===== src/rtl/dlrx_pkg.sv =====
package dlrx_pkg;

    localparam logic [15:0] CRC_PRESET  = 16'hFFFF;
    localparam logic [15:0] CRC_POLY_RF = 16'h8408;
    localparam logic [15:0] CRC_RESIDUE = 16'hF0B8;
    localparam int          MIN_OCTETS  = 5;

    typedef enum logic [1:0] {
        MT_OTHER   = 2'd0,
        MT_PATH_ID = 2'd1,
        MT_IDLE    = 2'd2,
        MT_TEST    = 2'd3
    } msg_type_e;

    function automatic logic [15:0] crc_step(input logic [15:0] crc, input logic b);
        logic fb;
        fb = crc[0] ^ b;
        return fb ? ((crc >> 1) ^ CRC_POLY_RF) : (crc >> 1);
    endfunction

    function automatic msg_type_e decode_type(input logic [7:0] oct);
        case (oct)
            8'h38:   return MT_PATH_ID;
            8'h34:   return MT_IDLE;
            8'h32:   return MT_TEST;
            default: return MT_OTHER;
        endcase
    endfunction

endpackage


===== src/rtl/dlrx_bitproc.sv =====
// Flag and abort detection, zero removal, and a short delay line that holds
// back the bits which may turn out to belong to a closing flag.
module dlrx_bitproc #(
    parameter int HOLD = 6
) (
    input  logic clk,
    input  logic rst_n,
    input  logic in_bit,
    input  logic in_stb,
    output logic dvld,
    output logic dbit,
    output logic flag_evt,
    output logic abort_evt
);
    localparam int HCNT_W = $clog2(HOLD + 1);

    typedef struct packed {
        logic [2:0]        ones;
        logic              in_frame;
        logic [HOLD-1:0]   hold;
        logic [HCNT_W-1:0] hcnt;
        logic              dvld;
        logic              dbit;
        logic              flag;
        logic              abort;
    } bp_state_t;

    bp_state_t q, d;

    always_comb begin
        logic push;
        logic pbit;
        d       = q;
        d.dvld  = 1'b0;
        d.flag  = 1'b0;
        d.abort = 1'b0;
        push    = 1'b0;
        pbit    = 1'b0;
        if (in_stb) begin
            if (in_bit) begin
                if (q.ones < 3'd5) begin
                    push   = 1'b1;
                    pbit   = 1'b1;
                    d.ones = q.ones + 3'd1;
                end else if (q.ones == 3'd5) begin
                    d.ones = 3'd6;
                end else if (q.ones == 3'd6) begin
                    d.ones     = 3'd7;
                    d.abort    = q.in_frame;
                    d.in_frame = 1'b0;
                    d.hcnt     = '0;
                end
            end else begin
                d.ones = 3'd0;
                if (q.ones == 3'd6) begin
                    d.flag     = 1'b1;
                    d.in_frame = 1'b1;
                    d.hcnt     = '0;
                end else if (q.ones < 3'd5) begin
                    push = 1'b1;
                end
            end
        end
        if (push && q.in_frame) begin
            d.hold = {q.hold[HOLD-2:0], pbit};
            if (q.hcnt == HCNT_W'(HOLD)) begin
                d.dvld = 1'b1;
                d.dbit = q.hold[HOLD-1];
            end else begin
                d.hcnt = q.hcnt + 1'b1;
            end
        end
    end

    always_ff @(posedge clk or negedge rst_n) begin
        if (!rst_n) q <= '0;
        else        q <= d;
    end

    assign dvld      = q.dvld;
    assign dbit      = q.dbit;
    assign flag_evt  = q.flag;
    assign abort_evt = q.abort;

endmodule


===== src/rtl/dlrx_crc.sv =====
module dlrx_crc (
    input  logic        clk,
    input  logic        rst_n,
    input  logic        clr,
    input  logic        en,
    input  logic        din,
    output logic [15:0] crc
);
    import dlrx_pkg::*;

    typedef struct packed {
        logic [15:0] rem;
    } crc_state_t;

    crc_state_t q, d;

    always_comb begin
        d = q;
        if (clr)     d.rem = CRC_PRESET;
        else if (en) d.rem = crc_step(q.rem, din);
    end

    always_ff @(posedge clk or negedge rst_n) begin
        if (!rst_n) q.rem <= CRC_PRESET;
        else        q <= d;
    end

    assign crc = q.rem;

endmodule


===== src/rtl/dlrx_top.sv =====
module dlrx_top #(
    parameter int BUF_BASE  = 0,
    parameter int BUF_DEPTH = 88,
    parameter int ADDR_W    = 9,
    parameter int TYPE_IDX  = 3
) (
    input  logic              clk,
    input  logic              rst_n,
    input  logic              dl_bit,
    input  logic              dl_strobe,
    output logic              buf_we,
    output logic [ADDR_W-1:0] buf_addr,
    output logic [7:0]        buf_wdata,
    output logic              eom,
    output logic              fcs_err,
    output logic              flag_seen,
    output logic              abort_seen,
    output logic [1:0]        msg_type,
    output logic              cr_bit
);
    import dlrx_pkg::*;

    localparam int              CNT_W  = $clog2(BUF_DEPTH + MIN_OCTETS + TYPE_IDX + 1) + 1;
    localparam logic [ADDR_W-1:0] A_BASE = ADDR_W'(BUF_BASE);
    localparam logic [ADDR_W-1:0] A_LAST = ADDR_W'(BUF_BASE + BUF_DEPTH - 1);
    localparam logic [CNT_W-1:0]  N_MAX  = '1;

    logic        bp_dvld, bp_dbit, bp_flag, bp_abort;
    logic [15:0] crc_val;

    dlrx_bitproc #(.HOLD(6)) u_bitproc (
        .clk       (clk),
        .rst_n     (rst_n),
        .in_bit    (dl_bit),
        .in_stb    (dl_strobe),
        .dvld      (bp_dvld),
        .dbit      (bp_dbit),
        .flag_evt  (bp_flag),
        .abort_evt (bp_abort)
    );

    dlrx_crc u_crc (
        .clk   (clk),
        .rst_n (rst_n),
        .clr   (bp_flag | bp_abort),
        .en    (bp_dvld),
        .din   (bp_dbit),
        .crc   (crc_val)
    );

    typedef struct packed {
        logic [2:0]        bitcnt;
        logic [7:0]        sr;
        logic [CNT_W-1:0]  nbytes;
        logic [ADDR_W-1:0] ptr;
        logic              we;
        logic [ADDR_W-1:0] waddr;
        logic [7:0]        wdata;
        logic              eom;
        logic              fcs_err;
        logic              flag_seen;
        logic              abort_seen;
        msg_type_e         mtype;
        logic              cr;
        msg_type_e         mtype_acc;
        logic              cr_acc;
    } top_state_t;

    top_state_t q, d;

    always_comb begin
        logic [7:0] oct;
        d            = q;
        d.we         = 1'b0;
        d.eom        = 1'b0;
        d.flag_seen  = 1'b0;
        d.abort_seen = 1'b0;
        oct          = {bp_dbit, q.sr[7:1]};
        if (bp_flag || bp_abort) begin
            if (bp_flag) begin
                d.flag_seen = 1'b1;
                if (q.nbytes != '0 || q.bitcnt != 3'd0) begin
                    d.eom     = 1'b1;
                    d.fcs_err = (q.bitcnt != 3'd0)
                             || (q.nbytes < CNT_W'(MIN_OCTETS))
                             || (crc_val != CRC_RESIDUE);
                    d.mtype   = q.mtype_acc;
                    d.cr      = q.cr_acc;
                end
            end else begin
                d.abort_seen = 1'b1;
            end
            d.bitcnt    = 3'd0;
            d.nbytes    = '0;
            d.ptr       = A_BASE;
            d.mtype_acc = MT_OTHER;
            d.cr_acc    = 1'b0;
        end else if (bp_dvld) begin
            d.sr     = oct;
            d.bitcnt = q.bitcnt + 3'd1;
            if (q.bitcnt == 3'd7) begin
                d.we    = 1'b1;
                d.waddr = q.ptr;
                d.wdata = oct;
                if (q.ptr != A_LAST)      d.ptr    = q.ptr + 1'b1;
                if (q.nbytes != N_MAX)    d.nbytes = q.nbytes + 1'b1;
                if (q.nbytes == '0)       d.cr_acc = oct[1];
                if (q.nbytes == CNT_W'(TYPE_IDX)) d.mtype_acc = decode_type(oct);
            end
        end
    end

    always_ff @(posedge clk or negedge rst_n) begin
        if (!rst_n) begin
            q           <= '0;
            q.ptr       <= A_BASE;
            q.waddr     <= A_BASE;
            q.mtype     <= MT_OTHER;
            q.mtype_acc <= MT_OTHER;
        end else begin
            q <= d;
        end
    end

    assign buf_we     = q.we;
    assign buf_addr   = q.waddr;
    assign buf_wdata  = q.wdata;
    assign eom        = q.eom;
    assign fcs_err    = q.fcs_err;
    assign flag_seen  = q.flag_seen;
    assign abort_seen = q.abort_seen;
    assign msg_type   = q.mtype;
    assign cr_bit     = q.cr;

endmodule


===== config.mk =====
export PLATFORM = sky130hd
export DESIGN_NAME = dlrx_top
export DESIGN_NICKNAME = d
export VERILOG_FILES = /design/src/rtl/dlrx_pkg.sv /design/src/rtl/dlrx_bitproc.sv /design/src/rtl/dlrx_crc.sv /design/src/rtl/dlrx_top.sv
export SDC_FILE = /design/constraint.sdc
export NUM_CORES = 1
export LEC_CHECK = 0
export BUFFER_PORTS_ARGS = -buffer_cell sky130_fd_sc_hd__clkbuf_2
export CAP_MARGIN = 20
export CORE_MARGIN = 2
export CORE_UTILIZATION = 30
export DETAILED_ROUTE_END_ITERATION = 6
export PLACE_DENSITY = 0.46
export SETUP_SLACK_MARGIN = 0.3
export SKIP_LAST_GASP = 1
export SLEW_MARGIN = 25
export SYNTH_ARGS = -nofsm -noshare
export SYNTH_HDL_FRONTEND = slang
export SYNTH_SLANG_ARGS = --single-unit

===== constraint.sdc =====
create_clock -name clk -period 1.8 [get_ports clk]
set_input_delay 0.18 -clock clk [delete_from_list [all_inputs] [get_ports clk]]
set_output_delay 0.18 -clock clk [all_outputs]
set_load 0.01 [all_outputs]

## Word-level counts from Yosys, hierarchy flattened

Index checks and enable logic that the tools add are counted.

- Flip-flop bits (word level): 89

- $add $sub $neg: 5
- Order comparisons: 2
- Equal/unequal tests: 14
- Multiplexer cells: 50
- Bitwise logic cells: 4
- Reduce and logical (&&, ||, !) cells: 27

Operators with widths:

| kind | count |
|---|---|
| $mux 16 | 3 |
| $mux 46 | 1 |
| $mux 3 | 15 |
| $mux 35 | 1 |
| $eq 8x6->1 const B | 3 |
| $mux 18 | 1 |
| $reduce_and 3->1 | 6 |
| $mux 1 | 17 |
| $mux 17 | 1 |
| $ne 16x16->1 const B | 1 |
| $reduce_bool 2->1 | 8 |
| $eq 3x3->1 const B | 4 |
| $add 3x1->3 const B | 3 |
| $add 9x1->9 const B | 1 |
| $mux 9 | 1 |
| $ne 9x7->1 const B | 1 |
| $add 8x1->8 const B | 1 |
| $eq 8x2->1 const B | 1 |
| $logic_not 8->1 | 1 |
| $lt 8x3->1 const B | 1 |
| $mux 2 | 4 |
| $mux 4 | 2 |
| $mux 8 | 1 |
| $ne 8x8->1 const B | 1 |
| other kinds (16) | 23 |

## Logic depth before layout (Yosys ltp)

- Word-level depth: 8
- Depth in mapped cells: 6
- Gate-level depth less buffers: 6

## Modules after synthesis

From an unflattened synthesis, not the netlist that was laid out.

- Cells, all modules: 367
- Area total of the unflattened synthesis: 4251.6 um^2

Modules (own cells, without submodules):

| module | instances | cells an instance | area an instance (um^2) | sequential area each (um^2) |
|---|---|---|---|---|
| dlrx_top | 1 | 228 | 2657.5 | 1376.3 |
| dlrx_bitproc | 1 | 83 | 853.3 | 425.4 |
| dlrx_crc | 1 | 56 | 740.7 | 420.4 |

## Least setup slack after synthesis

OpenSTA, ideal clock, no wires.

- Path kind: reg2reg
- From: register u_crc.q, in the netlist u_crc.crc[3]
- To: register q, in the netlist fcs_err
- Library setup time: 125 ps
- Arrival: 1757 ps
- Path slack: -81 ps
- Cell stages (with the launch flop): 5
- Path buffers: 0
- Period minus slack after synthesis: 1881 ps
- Path through: dfstp_2 -> nor4bb_1 -> nand3_1 -> or4b_2 -> mux2_2

- Cells in the longest elaborated chain, start to end: 2

RTL lines:

| element | line | text |
|---|---|---|
| start: declaration | dlrx_crc.sv:15 | `crc_state_t q, d;` |
| $ne 16x16->1 | dlrx_top.sv:86 | `\|\| (crc_val != CRC_RESIDUE);` |
| $logic_or 1x1->1 | dlrx_top.sv:86 |  |
| end: declaration | dlrx_top.sv:69 | `top_state_t q, d;` |

Every way passes these cells.
A chain may end at the register's enable or synchronous reset.

## Worst setup path in the final report

- From: register q[40] (netlist name)
- To: register q, in the netlist msg_type[1]

- Cells in the longest elaborated chain, start to end: 3

RTL lines:

| element | line | text |
|---|---|---|
| $reduce_bool 8->1 | dlrx_top.sv:82 | `if (q.nbytes != '0 \|\| q.bitcnt != 3'd0) begin` |
| $logic_or 1x1->1 | dlrx_top.sv:82 |  |
| $reduce_and 3->1 (no line) | - |  |

Every way passes these cells.

==> flow_summary.toml <==
[logic_synthesis]
muxShareOfSynthArea_pct = 14.0
synth_xor_area_share_pct = 2.74
synth.largest_area_cell = "dfrtp_1"
synth_top_family_by_area = "multiplexers"
yosysWarnings = 0
synth_fp_nets = 376
yosysMostFrequentCell = "dfrtp_1"
ys_ff_latch = 88
ys_async_sr_fraction_pct = 100
yosysTopAreaCellShare_pct = 43.4
synth_compound_area_share_pct = 7.41
avgSynthCellArea_sq_um = 11.5
seq_area_frac_synth_pct = 53.5
ys_types = 51
synthCells = 361
synth_edf_count = 0
synthAdderAreaFrac_pct = 3.31
synth_area_leaders = "dfrtp_1 43%, dfstp_2 10%, mux2_2 9.2%, mux2i_1 4.8%, buf_4 3.6%"
synthFlopType = "dfrtp_1"
yosys-top-cells-count = "72 x dfrtp_1, 34 x mux2_2, 32 x nand2_1"
syn_area_sq_um = 4160
yosys.area_share.simple_pct = 13.1

[global_routing]
grt_max_degree = 41
grt-ovfl-total = 0
antenna_found_initial = 0
grt_pass1_wl_um = 15100
track_usage_pct = 13.3
grt_pass1_vias = 2993

[pwr]
ir_drop_mv = 0.528
powerDensity_nw_per_um2 = 955
leakage_nw = 2.60

[run_status]
status = "complete, but fails checks"
violations = "setup timing"

[timing]
hold_slack_ns = 0.199
setup_viol = 2
hold_violations = 0
setup_ws_ns = -0.00476
fin_crit_ns = 1.80
tightestPinTransition_ns = 0.567
clock-skew-final_ns = 0.00456
fin_crit_sh_pct = 100
rsz0062_at_grt = "true"
slew_headroom_pct = 62.2
fmax_mhz = 554
final_max_slew_viol_count = 0

[worst_setup_path]
crit_required_ns = 2.03
r2r_slack_ns = -0.005
end_kind = "flip-flop"
cp_max_fo = 5
r2r-start = "q[40]"
ff2ff_path_depth = 4
cp-start-kind = "flip-flop"
worstSetupStartpoint = "q[40]"
critPathCapture = "msg_type[1]"
r2r_end = "msg_type[1]"
criticalPathCategory = "reg -> reg"
worstPathArrival_ns = 2.03

[placement]
gp_congestion = 0.780
numPortBuffers = 28
place_ws_ns = -0.0619
dp_hpwl_um = 5800

[final_layout]
area_growth_pct = 35.7
drive_gt1_share_pct = 48.1
fin_util_pct = 41.1
fill_cells = 1326
n_antenna_cell = 0
final_nets = 437

[min_path]
min-delay-start = "dl_bit"
hold_depth = 2
hold_class = "in -> reg"

[routing]
drtPass1Iterations = 4
drc_errors = 0
ant_nets = 0
drtIter0Drc = 131
vias = 2849
routedWlPerCell_um = 15.2
drt_wl_total_um = 9220
viasPerCell = 4.70

[job]
maxCapViolations = 0

[cts]
cts_inserted_buffers = 9
cts_num_sinks = 88
cts_tree = "built"
clk_pin_slew_ns = 0.06
clk_path_buf_depth = 2
cts_root_buf = "clkbuf_16"
h-tree-depth = 3
clock_latency_ns = 0.34

[floorplanning]
die_area_sq_um = 14800
num_rows = 43
start_util_pct = 30.3
die_y_um = 122
die_x_um = 122
io_pins = 29
core-area_sq_um = 13700
[kinds of logic (layout without fill, tap and decap cells)]
kind of cell,Yosys count,in the layout
buffers and inverters,45,110
flip-flops,88,88
AND/OR/NAND/NOR,105,105
AO/OA/AOI/OAI,45,45
multiplexers,54,54
XOR/XNOR,13,13
adder cells (fa/ha/maj),11,11
[sequential cells by signal, indices dropped and copies added (netlist names)]
register and cells:
q 30, u_crc.crc 16, u_bitproc.q 13, buf_addr 9
buf_wdata 8, msg_type 2, abort_seen 1, buf_we 1
cr_bit 1, eom 1, fcs_err 1, flag_seen 1
u_bitproc.abort_evt 1, u_bitproc.dbit 1, u_bitproc.dvld 1, u_bitproc.flag_evt 1
[routing by layer]
layer | vias to the layer above | GRT usage [%] | share of wire, %
li1 | 1362 | - | -
met1 | 1422 | 16.5 | 46
met3 | 17 | 4.92 | 4.0
met4 | 0 | 4.09 | 1.5
met2 | 48 | 21.5 | 48
met5 | - | 0 | 0
[report_power, final]
group / internal, mW / switching (mW) / leakage (nW)
Combinational: 0.548 / 0.406 / 1.29
Clock: 1.13 / 0.753 / 0.149
Sequential: 2.31 / 0.230 / 1.16
Total: 3.99 / 1.39 / 2.60
[worst min-delay path by stage]
stage                    endpoint  slack, ns
2_1_floorplan          abort_seen      -0.12
3_3_place_gp                q[39]       0.21
3_5_place_dp                q[39]       0.22
4_1_cts        u_bitproc.flag_evt       0.18
5_1_grt        u_bitproc.flag_evt       0.19
6_report       u_bitproc.flag_evt       0.20
[per-stage QoR]
stage          instances  power [mW]   TNS, ns  area (sq um)
4_1_cts              599        5.40         0          5400
2_1_floorplan        361        2.96         0          4280
5_1_grt              606        5.69    -0.302          5640
6_report             606        5.38  -0.00902          5640
3_3_place_gp         564        3.23   -0.0864          4690
3_5_place_dp         564        3.25   -0.0630          4690
[placed cells by master, fill, tap and decap left out, types with 10 or more instances in the layout]
master / synthesis / routed
buf_4: 20 / 37
dfstp_2: 16 / 16
nor2_1: 21 / 20
dfrtp_1: 72 / 69
clkbuf_2: 0 / 27
clkbuf_16: 0 / 10
nand2_1: 32 / 30
mux2i_1: 20 / 20
mux2_4: 0 / 25
buf_6: 0 / 14
[critical path, stage by stage (launching register included)]
cell	delay, ns
dfrtp_1	0.38
or4_4	0.58
o41ai_4	0.21
buf_4	0.19
mux2_2	0.33
[layout make-up]
type | instances | area, sq um | share of cell area [%]
Clock buffer | 11 | 253 | 4.48
Inverter | 11 | 43.8 | 0.777
Clock inverter | 4 | 43.8 | 0.777
Sequential cell | 88 | 2230 | 39.5
Tap cell | 180 | 225 | 3.99
Multi-Input combinational cell | 228 | 2160 | 38.3
Timing Repair Buffer | 84 | 686 | 12.2
[timing repair]
item / 4_1_cts / 5_1_grt
buffers inserted: 19 / 6
cloned: 0 / 1
hold buffers: 1 / 0
pin swaps: 21 / 22
hold endpoints to repair: 21 / 0
endpoints found under the setup margin: 52 / 54
resized for setup: 56 / 38
(Power assumes the default switching activity.)
